`config.mk`:
```
export PLATFORM = sky130hd
export DESIGN_NAME = irq_vector_ctrl
export DESIGN_NICKNAME = d
export VERILOG_FILES = /design/src/rtl/irqv_pkg.sv /design/src/rtl/irqv_arbiter.sv /design/src/rtl/irqv_mask_ctl.sv /design/src/rtl/irqv_wake_qual.sv /design/src/rtl/irq_vector_ctrl.sv
export SDC_FILE = /design/constraint.sdc
export NUM_CORES = 1
export LEC_CHECK = 0
export ABC_AREA = 1
export ABC_CLOCK_PERIOD_IN_PS = 1700
export BUFFER_PORTS_ARGS = -buffer_cell sky130_fd_sc_hd__buf_2
export CORE_MARGIN = 4
export CORE_UTILIZATION = 39
export DETAILED_ROUTE_END_ITERATION = 8
export PLACE_DENSITY_LB_ADDON = 0.2
export SYNTH_ARGS = -nofsm -noshare
export SYNTH_HDL_FRONTEND = slang
export SYNTH_HIERARCHICAL = 1
export SYNTH_SLANG_ARGS = --single-unit
```
`constraint.sdc`:
```
create_clock -name clk -period 1.7 [get_ports clk]
set_input_delay 0 -clock clk [delete_from_list [all_inputs] [get_ports clk]]
set_output_delay 0 -clock clk [all_outputs]
set_load 0.01 [all_outputs]
```
`src/rtl/irqv_pkg.sv`:
```
// Package: shared encodings for the interrupt vector controller.
// Assumes: source codes count from the top of the vector area downward.
package irqv_pkg;

    // Power-mode encoding presented by the power controller
    typedef enum logic [1:0] {
        PM_RUN   = 2'b00,
        PM_HALT  = 2'b01,
        PM_AHALT = 2'b10,
        PM_RSVD  = 2'b11
    } pmode_e;

    // Fixed source codes ahead of the slot range
    localparam int unsigned CODE_RESET = 0;
    localparam int unsigned CODE_TRAP  = 1;
    localparam int unsigned SLOT_BASE  = 2;

endpackage

```
`src/rtl/irqv_arbiter.sv`:
```
// Module: fixed-priority arbiter over trap and maskable slots.
// What it does: qualifies each slot by request, enable, wiring and mask,
// then reports whether any source waits and the code of the winner.
// Assumes: lower slot number means higher priority; trap beats all slots.
module irqv_arbiter
    import irqv_pkg::*;
#(
    parameter int unsigned       NUM_SLOTS  = 14,
    parameter int unsigned       CODE_W     = 4,
    parameter logic [NUM_SLOTS-1:0] USED_SLOTS = 14'h0FBE
) (
    input  logic [NUM_SLOTS-1:0] slot_req,
    input  logic [NUM_SLOTS-1:0] slot_en,
    input  logic                 trap_req,
    input  logic                 gmask,
    output logic                 any_win,
    output logic [CODE_W-1:0]    win_code
);

    logic [NUM_SLOTS-1:0] qual;

    // Per-slot qualification: wired, requested, enabled and not masked
    for (genvar g = 0; g < NUM_SLOTS; g++) begin : g_qual
        assign qual[g] = USED_SLOTS[g] & slot_req[g] & slot_en[g] & ~gmask;
    end

    // Priority scan: lowest slot wins, trap overrides the scan result
    always_comb begin
        win_code = CODE_W'(CODE_RESET);
        for (int i = NUM_SLOTS - 1; i >= 0; i--) begin
            if (qual[i]) begin
                win_code = CODE_W'(i + SLOT_BASE);
            end
        end
        if (trap_req) begin
            win_code = CODE_W'(CODE_TRAP);
        end
    end

    // Any source pending for the core
    assign any_win = trap_req | (|qual);

endmodule

```
`src/rtl/irqv_mask_ctl.sv`:
```
// Module: global mask bit with a one-deep shadow.
// What it does: sets the mask on entry and saves its old value, and
// restores the saved value on return. Entry wins over a same-cycle return.
// Assumes: handler nesting deeper than one level is not tracked.
module irqv_mask_ctl (
    input  logic clk,
    input  logic rst_n,
    input  logic take,
    input  logic ret,
    output logic gmask,
    output logic shadow
);

    // Mask and shadow update; reset masks and leaves the shadow open
    always_ff @(posedge clk) begin
        if (!rst_n) begin
            gmask  <= 1'b1;
            shadow <= 1'b0;
        end else if (take) begin
            gmask  <= 1'b1;
            shadow <= gmask;
        end else if (ret) begin
            gmask  <= shadow;
        end
    end

endmodule

```
`src/rtl/irqv_wake_qual.sv`:
```
// Module: wake-up qualifier for low-power states.
// What it does: raises wake when an enabled request of a wake-capable
// slot is present, using a separate capability set per power mode.
// Assumes: the mask bit does not gate wake-up; the trap never wakes.
module irqv_wake_qual
    import irqv_pkg::*;
#(
    parameter int unsigned          NUM_SLOTS  = 14,
    parameter logic [NUM_SLOTS-1:0] HALT_WAKE  = 14'h003C,
    parameter logic [NUM_SLOTS-1:0] AHALT_WAKE = 14'h003E
) (
    input  logic [NUM_SLOTS-1:0] slot_req,
    input  logic [NUM_SLOTS-1:0] slot_en,
    input  logic [1:0]           pwr_mode,
    output logic                 wake
);

    logic [NUM_SLOTS-1:0] live;
    logic                 halt_hit;
    logic                 ahalt_hit;
    pmode_e               mode;

    // Live requests per slot
    assign live      = slot_req & slot_en;
    assign halt_hit  = |(live & HALT_WAKE);
    assign ahalt_hit = |(live & AHALT_WAKE);
    assign mode      = pmode_e'(pwr_mode);

    // Mode select of the wake capability set
    always_comb begin
        unique case (mode)
            PM_HALT:  wake = halt_hit;
            PM_AHALT: wake = ahalt_hit;
            default:  wake = 1'b0;
        endcase
    end

endmodule

```
`src/rtl/irq_vector_ctrl.sv`:
```
// Module: top of the fixed-priority interrupt vector controller.
// What it does: arbitrates, offers the winner to the core, latches its
// code and vector address on acknowledge, tracks the mask and drives wake.
// Assumes: entry_ack and ret_pulse are single-cycle pulses from the core.
module irq_vector_ctrl
    import irqv_pkg::*;
#(
    parameter int unsigned          NUM_SLOTS  = 14,
    parameter int unsigned          ADDR_W     = 16,
    parameter logic [ADDR_W-1:0]    TOP_VEC    = 16'hFFFE,
    parameter logic [NUM_SLOTS-1:0] USED_SLOTS = 14'h0FBE,
    parameter logic [NUM_SLOTS-1:0] HALT_WAKE  = 14'h003C,
    parameter logic [NUM_SLOTS-1:0] AHALT_WAKE = 14'h003E,
    localparam int unsigned         CODE_W     = $clog2(NUM_SLOTS + SLOT_BASE)
) (
    input  logic                 clk,
    input  logic                 rst_n,
    input  logic [NUM_SLOTS-1:0] slot_req,
    input  logic [NUM_SLOTS-1:0] slot_en,
    input  logic                 trap_req,
    input  logic                 entry_ack,
    input  logic                 ret_pulse,
    input  logic [1:0]           pwr_mode,
    output logic                 entry_req,
    output logic [ADDR_W-1:0]    vec_addr,
    output logic [CODE_W-1:0]    src_idx,
    output logic                 gmask,
    output logic                 wake
);

    logic              any_win;
    logic [CODE_W-1:0] win_code;
    logic              take;
    logic              shadow;
    logic [ADDR_W-1:0] win_vec;

    irqv_arbiter #(
        .NUM_SLOTS (NUM_SLOTS),
        .CODE_W    (CODE_W),
        .USED_SLOTS(USED_SLOTS)
    ) u_arb (
        .slot_req(slot_req),
        .slot_en (slot_en),
        .trap_req(trap_req),
        .gmask   (gmask),
        .any_win (any_win),
        .win_code(win_code)
    );

    // Accepted entry: acknowledge only counts while a source waits
    assign take      = entry_ack & any_win;
    assign entry_req = any_win;

    irqv_mask_ctl u_mask (
        .clk   (clk),
        .rst_n (rst_n),
        .take  (take),
        .ret   (ret_pulse),
        .gmask (gmask),
        .shadow(shadow)
    );

    irqv_wake_qual #(
        .NUM_SLOTS (NUM_SLOTS),
        .HALT_WAKE (HALT_WAKE),
        .AHALT_WAKE(AHALT_WAKE)
    ) u_wake (
        .slot_req(slot_req),
        .slot_en (slot_en),
        .pwr_mode(pwr_mode),
        .wake    (wake)
    );

    // Two bytes per source, stepping down from the top vector
    assign win_vec = TOP_VEC - ADDR_W'({win_code, 1'b0});

    // Vector and code latch, loaded only by an accepted entry
    always_ff @(posedge clk) begin
        if (!rst_n) begin
            vec_addr <= TOP_VEC;
            src_idx  <= CODE_W'(CODE_RESET);
        end else if (take) begin
            vec_addr <= win_vec;
            src_idx  <= win_code;
        end
    end

endmodule

```
==> results of run 1 <==
[power by group through the flow]
| stage | Sequential (mW) | Clock, mW | Combinational [mW] |
|---|---|---|---|
| final | 0.268 | 0.153 | 0.212 |
| after global routing | 0.270 | 0.173 | 0.239 |
| after CTS | 0.269 | 0.160 | 0.213 |
| after detailed placement | 0.273 | 0 | 0.210 |
| after global placement | 0.272 | 0 | 0.205 |
| after floorplan | 0.281 | 0 | 0.137 |
[worst max-delay path by stage]
stage	from	end	slack, ns	cells after the start
2_1_floorplan	u_mask/gmask$_SDFFE_PP1P_	u_mask/gmask$_SDFFE_PP1P_	0.07	9
3_3_place_gp	u_mask/gmask$_SDFFE_PP1P_	u_mask/gmask$_SDFFE_PP1P_	0.17	9
3_5_place_dp	u_mask/gmask$_SDFFE_PP1P_	u_mask/gmask$_SDFFE_PP1P_	0.14	9
4_1_cts	u_mask/gmask$_SDFFE_PP1P_	entry_req	0.09	7
5_1_grt	u_mask/gmask$_SDFFE_PP1P_	entry_req	0.01	7
6_report	u_mask/gmask$_SDFFE_PP1P_	entry_req	0.15	7
[kinds of logic (layout without fill, tap and decap cells)]
family                   count (synthesis)  after routing
adder cells (fa/ha/maj)                  2              2
AND/OR/NAND/NOR                         71             71
flip-flops                              10             10
other                                    2             12
AO/OA/AOI/OAI                            8              8
buffers and inverters                   27             57
[stage by stage]
step	cells	utilization, %
3_3_place_gp	181	52.78
3_5_place_dp	181	52.78
5_1_grt	185	54.72
2_1_floorplan	130	-
6_report	185	54.72
4_1_cts	185	54.58
[sequential cells by signal, summed over array words and instances, names as in the netlist]
signal	cells
src_idx	4
vec_addr	4
u_mask/gmask	1
u_mask/shadow	1
[worst max-delay path: stages (launching register included)]
cell,delay [ns]
dfxtp_4,0.38
inv_2,0.10
nand3_1,0.12
nand2_1,0.08
nor2_1,0.14
nand4_1,0.14
buf_4,0.19
buf_2,0.14
[timing repair]
action	CTS	global route
hold buffers	1	0
gates resized for setup	0	1
setup endpoints to repair	0	5
hold endpoints to repair	1	0
[metal layers]
layer	up-vias	global-route usage (%)
met2	29	22.73
met1	345	14.60
met4	0	3.830
met5	-	0
li1	437	-
met3	2	4.558
[cells in the mapped netlist]
cell	n
nand3_2	5
ha_1	2
inv_1	12
nand4_1	2
a21boi_2	1
dfxtp_1	10
nor2_2	1
a21oi_1	4
o21bai_1	1
and2_4	1
a31oi_1	1
nand3_1	15
conb_1	2
and3_4	1
nand2_2	1
buf_4	12
nand2_1	34
a21oi_2	1
nor2_1	11
inv_2	3
[final cells by class]
cell class | count | area, um2 | area share [%]
Clock buffer | 3 | 22.52 | 2.284
Multi-Input combinational cell | 93 | 469.2 | 47.59
Timing Repair Buffer | 39 | 202.7 | 20.56
Sequential cell | 10 | 203.9 | 20.69
Inverter | 15 | 56.30 | 5.711
Tap cell | 25 | 31.28 | 3.173
==> run summary, run 1 <==
Status: finished, final reports clean
R2R setup slack: 0.18 ns
Endpoints failing setup: 0
WP data required: 1.70 ns
Reg2Reg Depth: 9
Arrival time worst endpoint: 1.55 ns
Hold Crit Start: rst_n
Detail Route met2 WL: 849 um
CP max FO: 8
Largest family of logic cells by synthesized area: simple AND/OR/NAND/NOR gates
Post-synthesis xor/xnor area fraction: 0%
Clk sink count: 10
Final worst clock skew: 0.006752 ns
Global-route wire length before repair: 2732 um
Max-slew violation count: 0
Post-layout minimum cycle time: 1.550 ns
CP Class: reg2out
Fmax achieved: 0.6450 GHz
Post-synthesis cell count: 120
Antenna cell count: 0
CTS H-tree depth: 1
Tightest Hold Check Type: in2reg
Sequential-to-total area share from yosys stat: 25.93%
Number of global-route vias before repair: 720
Top-area cell type share of the netlist area: 25.93%
Routability-driven placement congestion ratio: 0.7400
DR WL/cell: 9.286 um
Core Rows: 15
Clock transition at path regs: 0.06 ns
Area of the core: 0.001802 mm2
Post-CTS Setup Bufs: 0
Min Hold Slack: 0.008957 ns
Worst R2R End: u_mask/gmask$_SDFFE_PP1P_
Type of origin of the critical path: flip-flop
Gate power share: 33.5%
Share of layout cells above drive strength 1: 35.63%
Final Hold Vio Count: 0
Synth Cell Area: 772.0 um2
Worst-Skew Late Latency: 0.26 ns
Top Ports: 58
CTS max path bufs: 2
Die area: 0.002755 mm2
Int Pwr: 0.4250 mW
Via/cell ratio: 4.395
TritonCTS buffer count: 3
Pre-CTS setup slack: 0.1425 ns
Largest cells by area after synthesis: dfxtp_1 26%, nand2_1 17%, buf_4 12%
Setup WS post-layout: 0.1496 ns
Dpl hpwl: 1448 um
Most frequent cells in the layout: 37 x buf_2, 34 x nand2_1, 15 x nand3_1, 12 x inv_1, 12 x conb_1
Total power: 0.6324 mW
Largest net degree at the start of global routing: 10
IO Port Bufs: 37
Sw Share: 32.79%
Post-route cell area: 985.9 um2
P_sw: 0.2074 mW
Simple-gate share of the synthesized area: 43.92%
Horiz. Die Dim: 52.49 um
Area after DPL: 950.9 um2
Pre-antenna DRT Iters: 4
Max layer used: met4
VDD IR max: 0.5226 mV
Die height: 52.49 um
Most common cell after layout, fill and taps aside: buf_2
Yosys top cell by area: dfxtp_1
Nets: 199
Met3 WL: 129 um
Initial Util: 42.85%
Tcrit/Tclk final: 91.20%
Synth Area in Compound Gates: 6.969%
CTS tree: done
Grt ovf: 0
Met1 wire length: 722 um
Initial antenna violation count: 0
Synth Register Bits: 10
Worst flop-to-flop path startpoint: u_mask/gmask$_SDFFE_PP1P_
CTS root buf: clkbuf_4
Leakage: 0.5651 nW
Clock Power Share: 24.2%
Netlist cell types: 20
Setup TNS: 0 ns
Area growth from synthesis to layout: 27.71%
Hold path depth: 2
Register share of total power: 42.3%
RSZ-0062 raised after global routing: false
Via Count: 813
Total track usage: 12.99%
Remaining DRCs: 0
Hold Path End: vec_addr[4]$_SDFFE_PN1P_
Multiplexer area fraction after synthesis: 0%
Synth Area in Adders: 3.241%
Routed WL: 1718 um
DRT iter0 DRCs: 11
Power Density: 641.4 mW/mm2
Mean Syn Cell Area: 6.433 um2
Layout filler cell count: 197
MaxCap Viol Count: 0
Syn. warnings: 6
CP Capture Type: primary output
Antenna-violating nets left: 0
Power figures use the tool's default switching activity.
==> run 2: changes to the inputs <==
ABC_AREA = unset   (was 1)
CORE_UTILIZATION = 38   (was 39)
==> run summary, run 2 <==
Status: finished, final reports clean
CTS max path bufs: 2 (unchanged)
Most common cell after layout, fill and taps aside: buf_2
MaxCap Viol Count: 0 (unchanged)
CTS tree: done
Clk sink count: 10 (unchanged)
Clock transition at path regs: 0.06 ns (about the same)
Type of origin of the critical path: flip-flop
Arrival time worst endpoint: 1.56 ns (about the same)
Max-slew violation count: 0 (unchanged)
Area of the core: 0.001783 mm2 (-1.0%)
Horiz. Die Dim: 51.93 um (-1.1%)
IO Port Bufs: 37 (unchanged)
Final Hold Vio Count: 0 (unchanged)
Initial antenna violation count: 0 (unchanged)
CTS root buf: clkbuf_4
Via Count: 719 (-12%)
Routability-driven placement congestion ratio: 0.7149 (-3.4%)
Post-layout minimum cycle time: 1.407 ns (-0.1433 ns)
Share of layout cells above drive strength 1: 37.80% (+2.2 points)
Synth Register Bits: 10 (unchanged)
Number of global-route vias before repair: 663 (-7.9%)
Die area: 0.002696 mm2 (-2.1%)
Total power: 0.6283 mW (-0.65%)
CP max FO: 10 (+2)
Sw Share: 28.01% (-4.8 points)
Area growth from synthesis to layout: 26.96%
Mean Syn Cell Area: 8.332 um2 (+30%)
Setup WS post-layout: 0.2928 ns (+0.1433 ns)
P_sw: 0.1759 mW (-15%)
Grt ovf: 0 (unchanged)
Post-synthesis cell count: 88 (-27%)
DRT iter0 DRCs: 4 (-7)
CTS H-tree depth: 1 (unchanged)
Placed cell count: 147 (-19%)
Sequential-to-total area share from yosys stat: 27.30% (+1.4 points)
Largest family of logic cells by synthesized area: compound AO/OA/AOI/OAI gates
Tightest Hold Check Type: in2reg
Int Pwr: 0.4523 mW (+6.4%)
CP Capture Type: flip-flop
Fmax achieved: 0.7106 GHz (+10%)
Top flop regs: src_idx: 4 flops, vec_addr: 4 flops
Count leader, synth: buf_4
Post-CTS Setup Bufs: 0 (unchanged)
Initial Util: 41.12% (-1.7 points)
Min Hold Slack: 0.02257 ns (+0.01361 ns)
VDD IR max: 0.5349 mV (+2.4%)
TritonCTS buffer count: 3 (unchanged)
Final worst clock skew: 0.0004302 ns (-0.006322 ns)
Synth Area in Compound Gates: 24.06% (+17 points)
Via/cell ratio: 4.730 (+7.6%)
Pre-CTS setup slack: 0.2931 ns (+0.1506 ns)
Synth Area in Adders: 3.413% (+0.17 points)
RSZ-0062 raised after global routing: false
Worst-Skew Late Latency: 0.26 ns (about the same)
Pre-antenna DRT Iters: 4 (unchanged)
Setup TNS: 0 ns (unchanged)
Top-area cell type share of the netlist area: 27.30% (+1.4 points)
Asr flop ratio synth: 0% (unchanged)
CP Class: reg2reg
Antenna cell count: 0 (unchanged)
Synth Cell Area: 733.2 um2 (-5.0%)
Global-route wire length before repair: 2559 um (-6.3%)
WP data required: 1.85 ns (+0.15 ns)
Die height: 51.93 um (-1.1%)
Routed WL: 1683 um (-2.0%)
Area after DPL: 884.6 um2 (-7.0%)
Power Density: 674.9 mW/mm2 (+5.2%)
Most frequent cells in the layout: 37 x buf_2, 12 x conb_1, 11 x nand2_1, 10 x dfxtp_1, 5 x a21oi_1
Layout filler cell count: 189 (-4.1%)
Antenna-violating nets left: 0 (unchanged)
Met2 usage: 19.67% (-3.1 points)
GRT busiest layer: met2
Leakage: 0.4606 nW (-18%)
Register share of total power: 40.1% (-2.2 points)
DR WL/cell: 11.07 um (+19%)
Yosys top cell by area: dfxtp_1
Largest cells by area after synthesis: dfxtp_1 27%, buf_4 12%, nand2_1 5.6%
Top Ports: 58 (unchanged)
Met3 Use GR: 2.865% (-1.7 points)
Number of flops mapped to enable cells by yosys: 0 (unchanged)
Final Core Density: 52.21% (-2.5 points)
Largest net degree at the start of global routing: 12 (+2)
Remaining DRCs: 0 (unchanged)
Commonest cells post-synth: 12 x buf_4, 11 x nand2_1, 10 x dfxtp_1
Dpl hpwl: 1403 um (-3.1%)
Netlist cell types: 33 (+65%)
Syn. warnings: 6 (unchanged)
Simple-gate share of the synthesized area: 23.89% (-20 points)
Clock Power Share: 33.1% (+8.9 points)
GR Util met1: 15.51% (+0.90 points)
Gate power share: 26.8% (-6.7 points)
Fin cells: 152 (-18%)
Post-synthesis xor/xnor area fraction: 0% (unchanged)
Nets: 165 (-17%)
Total track usage: 12.26% (-0.73 points)
Multiplexer area fraction after synthesis: 2.730% (+2.7 points)
Tcrit/Tclk final: 82.77% (-8.4 points)
Core Rows: 15 (unchanged)
Post-route cell area: 930.9 um2 (-5.6%)
Prevailing post-synth register cell: dfxtp_1
Endpoints failing setup: 0 (unchanged)
-- run 2: power groups by stage --
stage	Combinational (mW)	Sequential, mW	Clock (mW)
final	0.168	0.252	0.208
after global routing	0.187	0.254	0.224
after CTS	0.169	0.252	0.215
after detailed placement	0.166	0.258	0
after floorplan	0.118	0.261	0
after global placement	0.162	0.257	0
-- run 2: layout make-up --
cell class,count,area [um2],area share (%)
multi-input combinational,70,441.7,47.45
timing repair buffer,40,210.2,22.58
clock buffer,4,36.28,3.898
sequential,10,200.2,21.51
tap,25,31.28,3.360
inverter,3,11.26,1.210
-- run 2: worst paths after layout --
| path | startpoint | end | slack [ns] | cells past startpoint |
|---|---|---|---|---|
| min | rst_n | u_mask/gmask$_SDFFE_PP1P_ | 0.02 | 2 |
| max reg2reg | u_mask/gmask$_SDFFE_PP1P_ | u_mask/shadow$_SDFFE_PN0P_ | 0.29 | 6 |
| max | u_mask/gmask$_SDFFE_PP1P_ | u_mask/shadow$_SDFFE_PN0P_ | 0.29 | 6 |
| min reg2reg | src_idx[3]$_SDFFE_PN0P_ | src_idx[3]$_SDFFE_PN0P_ | 0.46 | 2 |
-- run 2: cells by family (layout without fill, tap and decap cells) --
kind of cell	count (synthesis)	after routing
AND/OR/NAND/NOR	29	29
AO/OA/AOI/OAI	25	25
buffers and inverters	18	47
flip-flops	10	10
adder cells (fa/ha/maj)	2	2
other	2	12
multiplexers	2	2
-- run 2: worst max-delay path, stage by stage, from the launching register on --
cell and delay [ns]:
dfxtp_1 0.35, a31oi_1 0.29, nor2_1 0.07, o21ai_1 0.11, and2_4 0.23, mux2i_1 0.19
nor2b_1 0.06
-- run 2: repair_timing --
| action | in CTS | in global routing |
|---|---|---|
| hold endpoints to repair | 1 | 0 |
| gates resized for setup | 0 | 0 |
| hold buffers | 1 | 0 |
| endpoints found under the setup margin | 0 | 0 |
-- run 2: per-layer routing --
metal  up-vias  routed length (um)
met5         -                   0
met2        34                 731
met4         0                   8
met1       309                 761
met3         2                 181
li1        374                   -
==> run 3: changes to the inputs <==
ABC_AREA = 1   (was unset)
ABC_CLOCK_PERIOD_IN_PS = 1200   (was 1700)
CORE_UTILIZATION = 35   (was 38)
clock period = 1.2 ns   (was 1.7 ns; I/O delays follow)
==> run summary, run 3 (synthesized netlist as in run 1, its figures left out) <==
Share of layout cells above drive strength 1: 45.29% (+7.5 points)
Nets: 208 (+26%)
Initial Util: 38.18% (-2.9 points)
Most frequent cells in the layout: 36 x buf_2, 33 x nand2_1, 12 x inv_1, 12 x conb_1, 11 x nand3_1
Hold Path End: vec_addr[1]$_SDFFE_PN1P_
Worst flop-to-flop path startpoint: u_mask/gmask$_SDFFE_PP1P_
Area growth from synthesis to layout: 48.46%
Post-layout minimum cycle time: 1.402 ns
CTS root buf: clkbuf_4
IO Port Bufs: 37 (unchanged)
Reg2Reg Depth: 9 (+3)
Top flop regs: src_idx: 4 flops, vec_addr: 4 flops
WP data required: 1.20 ns (-0.65 ns)
Remaining DRCs: 0 (unchanged)
Top Ports: 58 (unchanged)
DR WL/cell: 9.746 um (-12%)
Min Hold Slack: 0.005268 ns (-0.01730 ns)
CTS H-tree depth: 1 (unchanged)
Pre-antenna DRT Iters: 4 (unchanged)
Die area: 0.003021 mm2 (+12%)
DRT iter0 DRCs: 11 (+7)
Final Hold Vio Count: 0 (unchanged)
TritonCTS buffer count: 3 (unchanged)
Leakage: 0.6204 nW (+35%)
Register area: 203.9 um2 (+1.9%)
Clock transition at path regs: 0.07 ns (about the same)
Power Density: 858.1 mW/mm2 (+27%)
Tcrit/Tclk final: 116.9%
Worst-Skew Late Latency: 0.27 ns (about the same)
MaxCap Viol Count: 0 (unchanged)
Largest net degree at the start of global routing: 10 (-2)
CP Class: reg2out
VDD IR max: 0.8846 mV (+65%)
Clk sink count: 10 (unchanged)
Initial antenna violation count: 0 (unchanged)
Global-route wire length before repair: 3008 um (+18%)
RSZ-0062 raised after global routing: true
Dpl hpwl: 1608 um (+15%)
Core Rows: 16 (+1)
R2R setup slack: -0.18 ns (-0.47 ns)
Total track usage: 13.68% (+1.4 points)
Final worst clock skew: 0.01322 ns (+0.01279 ns)
Horiz. Die Dim: 54.97 um (+5.9%)
Type of origin of the critical path: flip-flop
Routability-driven placement congestion ratio: 0.7885 (+10%)
Worst R2R End: u_mask/shadow$_SDFFE_PN0P_
CP Capture Type: primary output
Layout filler cell count: 215 (+14%)
Number of global-route vias before repair: 781 (+18%)
Fmax achieved: 0.7131 GHz
Hold Crit Start: rst_n
Area of the core: 0.002022 mm2 (+13%)
CTS tree: done
Area taken by multi-input logic gates: 535.5 um2 (+21%)
Grt ovf: 0 (unchanged)
CTS max path bufs: 2 (unchanged)
Via/cell ratio: 4.305 (-9.0%)
Most common cell after layout, fill and taps aside: buf_2
Max-slew violation count: 0 (unchanged)
Arrival time worst endpoint: 1.40 ns (-0.16 ns)
Failing checks: setup timing
Endpoints failing setup: 11 (+11)
Fin cells: 197 (+30%)
Routed WL: 1920 um (+14%)
Antenna-violating nets left: 0 (unchanged)
CP max FO: 8 (-2)
Placed cell count: 191 (+30%)
Via Count: 848 (+18%)
Antenna cell count: 0 (unchanged)
Die height: 54.97 um (+5.9%)
Hold path depth: 2 (unchanged)
Status: finished, violations left
Setup WS post-layout: -0.2024 ns (-0.4952 ns)
Pre-CTS setup slack: -0.1715 ns (-0.4646 ns)
Tightest Hold Check Type: in2reg
Final Core Density: 56.68% (+4.5 points)
[run 3: worst max-delay path by stage]
| stage | to | slack, ns | from |
|---|---|---|---|
| after global placement | u_mask/gmask$_SDFFE_PP1P_ | -0.12 | u_mask/gmask$_SDFFE_PP1P_ |
| final | entry_req | -0.20 | u_mask/gmask$_SDFFE_PP1P_ |
| after floorplan | u_mask/gmask$_SDFFE_PP1P_ | -0.31 | u_mask/gmask$_SDFFE_PP1P_ |
| after global routing | u_mask/gmask$_SDFFE_PP1P_ | -0.31 | u_mask/gmask$_SDFFE_PP1P_ |
| after CTS | entry_req | -0.21 | u_mask/gmask$_SDFFE_PP1P_ |
| after detailed placement | u_mask/shadow$_SDFFE_PN0P_ | -0.17 | u_mask/gmask$_SDFFE_PP1P_ |
[run 3: repair_timing]
item	in CTS	in global routing
hold endpoints to repair	1	0
pin swaps	7	3
hold buffers	1	0
resized for setup	7	9
setup endpoints to repair	11	11
buffers inserted	0	1
[run 3: stage by stage]
| stage | setup TNS (ns) | total power, mW | instance area, um2 |
|---|---|---|---|
| 2_1_floorplan | -2.482 | 0.5982 | 837.1 |
| 3_3_place_gp | -0.9797 | 0.7036 | 1033 |
| 3_5_place_dp | -1.254 | 0.7105 | 1033 |
| 4_1_cts | -1.506 | 0.9716 | 1101 |
| 5_1_grt | -2.963 | 1.063 | 1146 |
| 6_report | -1.637 | 0.9835 | 1146 |
[run 3: per-layer routing]
layer | GRT usage [%] | up-vias | share of wire (%) | wire length, um
li1 | - | 456 | - | -
met3 | 4.826 | 0 | 8.9 | 171
met5 | 0 | - | 0 | 0
met4 | 2.429 | 0 | 0 | 0
met2 | 25.59 | 30 | 51 | 978
met1 | 14.80 | 362 | 40 | 769
[run 3: critical path, cell delays in order, from the launching register on]
cell     delay [ns]
dfxtp_4        0.39
inv_8          0.06
nand3_4        0.06
nand2_2        0.08
nor2_4         0.12
nand4_1        0.14
buf_6          0.17
buf_6          0.11
[run 3: area by class of cell]
cell class	count	area share, %
Clock buffer	4	2.293
Inverter	15	5.786
Multi-Input combinational cell	93	46.72
Sequential cell	10	17.79
Tap cell	27	2.948
Timing Repair Buffer	48	24.45
[run 3: power by group]
part / leakage [nW] / internal (mW) / total (mW) / switching [mW]
logic: 0.523 / 0.161 / 0.362 / 0.202
clock network: 0.0150 / 0.128 / 0.240 / 0.112
registers: 0.0826 / 0.361 / 0.381 / 0.0196
total: 0.620 / 0.650 / 0.983 / 0.333
